==> config.mk <==
export PLATFORM = sky130hd
export DESIGN_NAME = spi_byte_mem_slave
export DESIGN_NICKNAME = d
export VERILOG_FILES = /design/src/rtl/sbm_pkg.sv /design/src/rtl/sbm_sync.sv /design/src/rtl/sbm_shifter.sv /design/src/rtl/sbm_store.sv /design/src/rtl/sbm_sequencer.sv /design/src/rtl/spi_byte_mem_slave.sv
export SDC_FILE = /design/constraint.sdc
export NUM_CORES = 2
export LEC_CHECK = 0
export BUFFER_PORTS_ARGS = -buffer_cell sky130_fd_sc_hd__buf_2
export CAP_MARGIN = 20
export CORE_MARGIN = 2
export CORE_UTILIZATION = 60
export DETAILED_ROUTE_END_ITERATION = 16
export MAX_ROUTING_LAYER = met4
export PLACE_DENSITY = 0.76
export SYNTH_ARGS = -nofsm -noshare
export SYNTH_HDL_FRONTEND = slang
export SYNTH_HIERARCHICAL = 1
export SYNTH_SLANG_ARGS = --single-unit
==> constraint.sdc <==
create_clock -name clk -period 4.1 [get_ports clk]
set_clock_uncertainty 0.15 [all_clocks]
set_input_delay 0 -clock clk [delete_from_list [all_inputs] [get_ports clk]]
set_output_delay 0 -clock clk [all_outputs]
set_load 0.02 [all_outputs]
==> src/rtl/sbm_pkg.sv <==
package sbm_pkg;
   typedef enum logic [1:0] {
      SLOT_OP   = 2'd0,
      SLOT_ADDR = 2'd1,
      SLOT_DATA = 2'd2
   } slot_e;
endpackage

==> src/rtl/sbm_sync.sv <==
module sbm_sync #(
   parameter int STAGES  = 2,
   parameter bit RST_VAL = 1'b0
) (
   input  logic clk,
   input  logic rst_n,
   input  logic d_in,
   output logic q_out
);
   if (STAGES < 2) begin : g_bad_stages
      $error("sbm_sync: STAGES must be at least 2");
   end

   logic [STAGES-1:0] chain;

   always_ff @(posedge clk or negedge rst_n) begin
      if (!rst_n) chain <= {STAGES{RST_VAL}};
      else        chain <= {chain[STAGES-2:0], d_in};
   end

   assign q_out = chain[STAGES-1];
endmodule

==> src/rtl/sbm_shifter.sv <==
module sbm_shifter #(
   parameter int BYTE_W = 8
) (
   input  logic              clk,
   input  logic              rst_n,
   input  logic              cs_idle,
   input  logic              sck_s,
   input  logic              mosi_s,
   input  logic              tx_load,
   input  logic [BYTE_W-1:0] tx_data,
   output logic              miso,
   output logic              byte_done,
   output logic [BYTE_W-1:0] byte_val
);
   localparam int CNT_W = (BYTE_W > 2) ? $clog2(BYTE_W) : 1;
   localparam logic [CNT_W-1:0] LAST_BIT = CNT_W'(BYTE_W - 1);

   if (BYTE_W < 2) begin : g_bad_width
      $error("sbm_shifter: BYTE_W must be at least 2");
   end

   logic              sck_prev;
   logic              sck_rise, sck_fall;
   logic [CNT_W-1:0]  bit_cnt;
   logic [BYTE_W-1:0] rx_sh, tx_sh;
   logic              miso_q;

   assign sck_rise  =  sck_s & ~sck_prev;
   assign sck_fall  = ~sck_s &  sck_prev;
   assign byte_val  = {rx_sh[BYTE_W-2:0], mosi_s};
   assign byte_done = sck_fall & ~cs_idle & (bit_cnt == LAST_BIT);

   always_ff @(posedge clk or negedge rst_n) begin
      if (!rst_n) sck_prev <= 1'b0;
      else        sck_prev <= sck_s;
   end

   always_ff @(posedge clk or negedge rst_n) begin
      if (!rst_n) begin
         bit_cnt <= '0;
         rx_sh   <= '0;
         tx_sh   <= '0;
         miso_q  <= 1'b0;
      end else if (cs_idle) begin
         bit_cnt <= '0;
         rx_sh   <= '0;
         tx_sh   <= '0;
         miso_q  <= 1'b0;
      end else begin
         if (sck_fall) begin
            rx_sh   <= byte_val;
            bit_cnt <= byte_done ? '0 : bit_cnt + 1'b1;
         end
         if (tx_load) begin
            tx_sh <= tx_data;
         end else if (sck_rise) begin
            miso_q <= tx_sh[BYTE_W-1];
            tx_sh  <= {tx_sh[BYTE_W-2:0], 1'b0};
         end
      end
   end

   assign miso = miso_q;
endmodule

==> src/rtl/sbm_store.sv <==
module sbm_store #(
   parameter int BYTE_W = 8,
   parameter int DEPTH  = 255
) (
   input  logic              clk,
   input  logic              rst_n,
   input  logic              we,
   input  logic [BYTE_W-1:0] waddr,
   input  logic [BYTE_W-1:0] wdata,
   input  logic [BYTE_W-1:0] raddr,
   output logic [BYTE_W-1:0] rdata
);
   localparam int IW = (DEPTH > 1) ? $clog2(DEPTH) : 1;

   if (DEPTH < 1 || DEPTH > (1 << BYTE_W)) begin : g_bad_depth
      $error("sbm_store: DEPTH must lie in 1 .. 2**BYTE_W");
   end

   logic [BYTE_W-1:0] cells [DEPTH];

   always_ff @(posedge clk or negedge rst_n) begin
      if (!rst_n) begin
         for (int r = 0; r < DEPTH; r++) cells[r] <= '0;
      end else begin
         for (int r = 0; r < DEPTH; r++) begin
            if (we && waddr == BYTE_W'(r)) cells[r] <= wdata;
         end
      end
   end

   if (DEPTH == (1 << BYTE_W)) begin : g_full_map
      assign rdata = cells[raddr[IW-1:0]];
   end else begin : g_part_map
      assign rdata = (int'(raddr) < DEPTH) ? cells[raddr[IW-1:0]] : '0;
   end
endmodule

==> src/rtl/sbm_sequencer.sv <==
module sbm_sequencer
   import sbm_pkg::*;
#(
   parameter int                BYTE_W = 8,
   parameter int                DEPTH  = 255,
   parameter logic [BYTE_W-1:0] WR_OP  = 'hF0,
   parameter logic [BYTE_W-1:0] RD_OP  = 'h0F
) (
   input  logic              clk,
   input  logic              rst_n,
   input  logic              cs_idle,
   input  logic              byte_done,
   input  logic [BYTE_W-1:0] byte_val,
   input  logic [BYTE_W-1:0] rd_data,
   input  logic              rx_take,
   input  logic              rx_ovf_clr,
   output logic              mem_we,
   output logic [BYTE_W-1:0] mem_waddr,
   output logic [BYTE_W-1:0] mem_wdata,
   output logic [BYTE_W-1:0] mem_raddr,
   output logic              tx_load,
   output logic [BYTE_W-1:0] tx_data,
   output logic [BYTE_W-1:0] rx_byte,
   output logic              rx_ready,
   output logic              rx_ovf
);
   if (WR_OP == RD_OP) begin : g_bad_ops
      $error("sbm_sequencer: read and write opcodes must differ");
   end

   slot_e             slot;
   logic [BYTE_W-1:0] op_q, addr_q;

   assign mem_raddr = byte_val;
   assign tx_data   = rd_data;
   assign tx_load   = byte_done && slot == SLOT_ADDR && op_q == RD_OP;
   assign mem_waddr = addr_q;
   assign mem_wdata = byte_val;
   assign mem_we    = byte_done && slot == SLOT_DATA && op_q == WR_OP
                      && int'(addr_q) < DEPTH;

   always_ff @(posedge clk or negedge rst_n) begin
      if (!rst_n) begin
         slot   <= SLOT_OP;
         op_q   <= '0;
         addr_q <= '0;
      end else if (cs_idle) begin
         slot <= SLOT_OP;
      end else if (byte_done) begin
         unique case (slot)
            SLOT_OP: begin
               op_q <= byte_val;
               slot <= SLOT_ADDR;
            end
            SLOT_ADDR: begin
               addr_q <= byte_val;
               slot   <= SLOT_DATA;
            end
            default: slot <= SLOT_OP;
         endcase
      end
   end

   always_ff @(posedge clk or negedge rst_n) begin
      if (!rst_n) begin
         rx_byte  <= '0;
         rx_ready <= 1'b0;
         rx_ovf   <= 1'b0;
      end else if (byte_done) begin
         rx_byte  <= byte_val;
         rx_ready <= 1'b1;
         if (rx_ready && !rx_take) rx_ovf <= 1'b1;
         else if (rx_ovf_clr)      rx_ovf <= 1'b0;
      end else begin
         if (rx_take)    rx_ready <= 1'b0;
         if (rx_ovf_clr) rx_ovf   <= 1'b0;
      end
   end
endmodule

==> src/rtl/spi_byte_mem_slave.sv <==
module spi_byte_mem_slave #(
   parameter int                BYTE_W      = 8,
   parameter int                DEPTH       = 255,
   parameter int                SYNC_STAGES = 2,
   parameter logic [BYTE_W-1:0] WR_OP       = 'hF0,
   parameter logic [BYTE_W-1:0] RD_OP       = 'h0F
) (
   input  logic              clk,
   input  logic              rst_n,
   input  logic              spi_sck,
   input  logic              spi_mosi,
   input  logic              spi_cs_n,
   output logic              spi_miso,
   output logic [BYTE_W-1:0] rx_byte,
   output logic              rx_ready,
   input  logic              rx_take,
   output logic              rx_ovf,
   input  logic              rx_ovf_clr
);
   localparam int NPIN   = 3;
   localparam int CS_IDX = 2;

   logic [NPIN-1:0]   pin_raw, pin_lvl;
   logic              cs_idle;
   logic              byte_done, tx_load, mem_we;
   logic [BYTE_W-1:0] byte_val, tx_data, rd_data;
   logic [BYTE_W-1:0] mem_waddr, mem_wdata, mem_raddr;

   assign pin_raw = {spi_cs_n, spi_mosi, spi_sck};

   for (genvar g = 0; g < NPIN; g++) begin : g_sync
      sbm_sync #(
         .STAGES  (SYNC_STAGES),
         .RST_VAL (g == CS_IDX)
      ) u_sync (
         .clk   (clk),
         .rst_n (rst_n),
         .d_in  (pin_raw[g]),
         .q_out (pin_lvl[g])
      );
   end

   assign cs_idle = pin_lvl[CS_IDX];

   sbm_shifter #(.BYTE_W(BYTE_W)) u_shift (
      .clk       (clk),
      .rst_n     (rst_n),
      .cs_idle   (cs_idle),
      .sck_s     (pin_lvl[0]),
      .mosi_s    (pin_lvl[1]),
      .tx_load   (tx_load),
      .tx_data   (tx_data),
      .miso      (spi_miso),
      .byte_done (byte_done),
      .byte_val  (byte_val)
   );

   sbm_sequencer #(
      .BYTE_W (BYTE_W),
      .DEPTH  (DEPTH),
      .WR_OP  (WR_OP),
      .RD_OP  (RD_OP)
   ) u_seq (
      .clk        (clk),
      .rst_n      (rst_n),
      .cs_idle    (cs_idle),
      .byte_done  (byte_done),
      .byte_val   (byte_val),
      .rd_data    (rd_data),
      .rx_take    (rx_take),
      .rx_ovf_clr (rx_ovf_clr),
      .mem_we     (mem_we),
      .mem_waddr  (mem_waddr),
      .mem_wdata  (mem_wdata),
      .mem_raddr  (mem_raddr),
      .tx_load    (tx_load),
      .tx_data    (tx_data),
      .rx_byte    (rx_byte),
      .rx_ready   (rx_ready),
      .rx_ovf     (rx_ovf)
   );

   sbm_store #(
      .BYTE_W (BYTE_W),
      .DEPTH  (DEPTH)
   ) u_store (
      .clk   (clk),
      .rst_n (rst_n),
      .we    (mem_we),
      .waddr (mem_waddr),
      .wdata (mem_wdata),
      .raddr (mem_raddr),
      .rdata (rd_data)
   );
endmodule

==> reports/qor.yml <==
vias_per_cell: 6.592
register_area_um2: 52430
drt_iter0_markers: 5034
dpl.hpwl_um: 162000
antenna_found_initial: 6
crit_type: "flop to flop"
crit_path_end_kind: "flop"
die-area_um2: 162600
gp_congestion: 0.9135
utilization_pct: 67.63
ys_seq_elements: 2094
crit_arrival_ps: 4680
cp_max_fo: 35
ir_drop_uv: 431.3
grt_first_pass_wirelength_um: 379200
syn_inst: 6224
fin_crit_sh_pct: 99.74
finalHoldViolations: 0
grt_max_degree: 168
r2r-start: "g_sync[1].u_sync/chain[1]"
htreeDepth: 4
worstHoldStart: "spi_mosi"
hp-class: "input port to flop"
slew_headroom_pct: 29.37
ctsRootBufferMaster: "clkbuf_16"
synth_area_um2: 95650
wirelength_um: 247400
rsz0062_at_grt: "false"
clk_latency_ps: 850
fp.dieW_um: 403.3
dieHeight_um: 403.3
final_antenna_net_count: 0
area_growth_pct: 11.98
postCtsSetupBuffers: 0
clockBufferDepth: 3
seq_area_frac_synth_pct: 54.79
synthFlopType: "dfrtp_1"
numCtsBuffers: 212
io_buffer_count: 17
drive_above_1_share_pct: 51.98
power.leakage_nw: 51.07
avgSynthCellArea_um2: 15.37
synth_cell_types: 67
ys_warn_count: 6
cap_violations: 0
grt_overflow: 0
grtUsageTotal_pct: 31.86
syn_nets: 6233
fmax_mhz: 244.5
critPathRequiredTime_ps: 4690
start_util_pct: 60.39
grt_pass1_vias: 59180
crit_path_start: "g_sync[1].u_sync/chain[1]"
slew_violations: 0
async_flop_share_pct: 100.0
routedWlPerCell_um: 28.73
start_kind: "flop"
period_needed_ps: 4089
status: "finished, final reports clean"
synth_edf_count: 0
drt_first_pass_iters: 6
vias: 56760
pin_count: 18
fillers: 10660
worstMarginPinSlew_ps: 1051
multi_input_area_um2: 40970
rows: 146
finalSetupTns_ps: 0
cts.sinks: 2094
core_area_um2: 158400
cts_tree: "built"
p_per_area_nw_per_um2: 387.3
setup_viol: 0
num-nets-final: 6370
drc: 0
path_clk_slew_ps: 60
[final cells by class]
cell class              instances  area share [%]
clock inverters                75          0.9030
multi-input cells            3628           38.25
inverters                       8         0.03037
repair buffers                417           3.647
well taps                    2072           2.420
clock buffers                 311           5.788
diodes                          5         0.01168
flip-flops and latches       2094           48.95
[state kept, by name, summed over array words and instances (netlist names)]
register,cells
g_sync.u_sync/chain,6
u_seq/mem_waddr,8
u_seq/op_q,8
u_seq/rx_byte,8
u_seq/rx_ovf,1
u_seq/rx_ready,1
u_seq/slot,2
u_shift/bit_cnt,3
u_shift/miso,1
u_shift/rx_sh,7
u_shift/sck_prev,1
u_shift/tx_sh,8
u_store/cells,2040
[metal layers]
| metal | vias to the layer above | routed length (µm) | global-route usage (%) |
|---|---|---|---|
| met5 | - | 0 | - |
| met3 | 568 | 17530 | 6.041 |
| met1 | 30760 | 101400 | 43.32 |
| met4 | 0 | 10530 | 12.05 |
| met2 | 1960 | 117900 | 48.30 |
| li1 | 23470 | - | - |
[Yosys cell counts (4+ instances only)]
library cell / instances / area share (%)
inv_1: 7 / 0.027
nor2_2: 60 / 0.39
a221oi_1: 34 / 0.31
a32o_1: 11 / 0.12
o211ai_1: 16 / 0.13
o22ai_1: 5 / 0.033
clkbuf_1: 313 / 1.2
nor2b_1: 20 / 0.13
o31ai_1: 8 / 0.063
a21oi_1: 45 / 0.24
a22o_1: 11 / 0.10
nand3b_1: 10 / 0.078
o21a_1: 4 / 0.031
buf_2: 87 / 0.46
and2_1: 15 / 0.098
o21ai_1: 4 / 0.021
nand2b_1: 16 / 0.10
dfrtp_1: 2092 / 55
nand4_1: 5 / 0.033
a211o_1: 12 / 0.11
nor2_1: 155 / 0.61
buf_1: 21 / 0.082
a2111o_1: 4 / 0.047
nand3_1: 43 / 0.22
buf_4: 49 / 0.38
or2_2: 4 / 0.026
nand2_1: 174 / 0.68
o2111ai_1: 8 / 0.073
mux4_2: 468 / 11
mux2_2: 2083 / 25
nor3_1: 16 / 0.084
a31oi_1: 15 / 0.098
a22oi_1: 89 / 0.70
a211oi_1: 19 / 0.15
mux2i_1: 170 / 1.8
buf_6: 24 / 0.28
o21ai_0: 56 / 0.29
nor4bb_1: 4 / 0.042
and3_1: 6 / 0.039
[where the power goes]
part	total (mW)	switching [mW]	internal (mW)	leakage [nW]
sequential	20.7	0.0158	20.7	29.2
clock	19.6	8.30	11.3	3.54
combinational	1.16	0.829	0.335	18.3
[cell usage in the layout, fill, tap and decap left out, types with 14 or more instances in the layout]
cell type / n
nor3_1: 15
o211ai_1: 16
clkbuf_1: 49
and2_1: 14
nor2b_1: 18
nand3_1: 43
clkbuf_8: 48
a21oi_1: 45
buf_12: 61
clkbuf_16: 214
nand2b_1: 16
buf_2: 16
mux2i_1: 170
a211oi_1: 19
clkinv_2: 44
o21ai_0: 56
a31oi_1: 14
nand2_1: 168
a221oi_1: 34
mux2_2: 2083
mux4_2: 468
dfrtp_1: 2084
buf_4: 326
nor2_1: 149
a22oi_1: 89
nor2_2: 65
[cells by family (layout without fill, tap and decap cells)]
group	Yosys count	count (layout)	share of synthesized area, %
AO/OA/AOI/OAI	354	354	2.639
adder cells (fa/ha/maj)	2	2	0.02616
buffers and inverters	502	811	2.464
flip-flops	2094	2094	54.79
multiplexers	2721	2721	37.32
other	0	5	0
AND/OR/NAND/NOR	551	551	2.763
[through the flow]
step	instance area (µm²)	setup slack [ps]	hold slack, ps	total power [mW]	cells
after global routing	107100	2.091	179.7	42.79	8609
after global placement	99770	45.41	-133.6	22.22	8205
after detailed placement	99770	68.62	-118.9	22.24	8205
after CTS	107100	45.20	134.3	41.83	8605
final	107100	10.58	202.0	41.49	8610
after floorplan	95650	610.7	-445.6	21.58	6224
[path summary, 6_finish.rpt]
path,to,slack [ps],cells past startpoint
setup / recovery,u_shift/tx_sh[1],10,13
hold / removal,g_sync[1].u_sync/chain[0],200,3
setup reg to reg,u_shift/tx_sh[1],10,13
hold reg to reg,g_sync[2].u_sync/chain[1],200,0
max in group asynchronous,u_store/cells[1021],2220,5
min in group asynchronous,u_store/cells[1011],390,4
[worst max-delay path, stage by stage, from the launching register on]
cell	delay [ps]
dfrtp_4	530
buf_12	170
buf_12	240
buf_4	250
buf_4	190
mux4_2	530
a221oi_1	260
o21ai_0	220
a211oi_1	560
buf_4	240
o31ai_1	60
mux2i_1	200
nor2_1	80
mux2_2	270
[repair_timing]
item | in CTS | in global routing
hold endpoints to repair | 1911 | 0
setup endpoints to repair | 0 | 1
hold buffers | 14 | 0
resized for setup | 0 | 1
(Power assumes the default switching activity.)
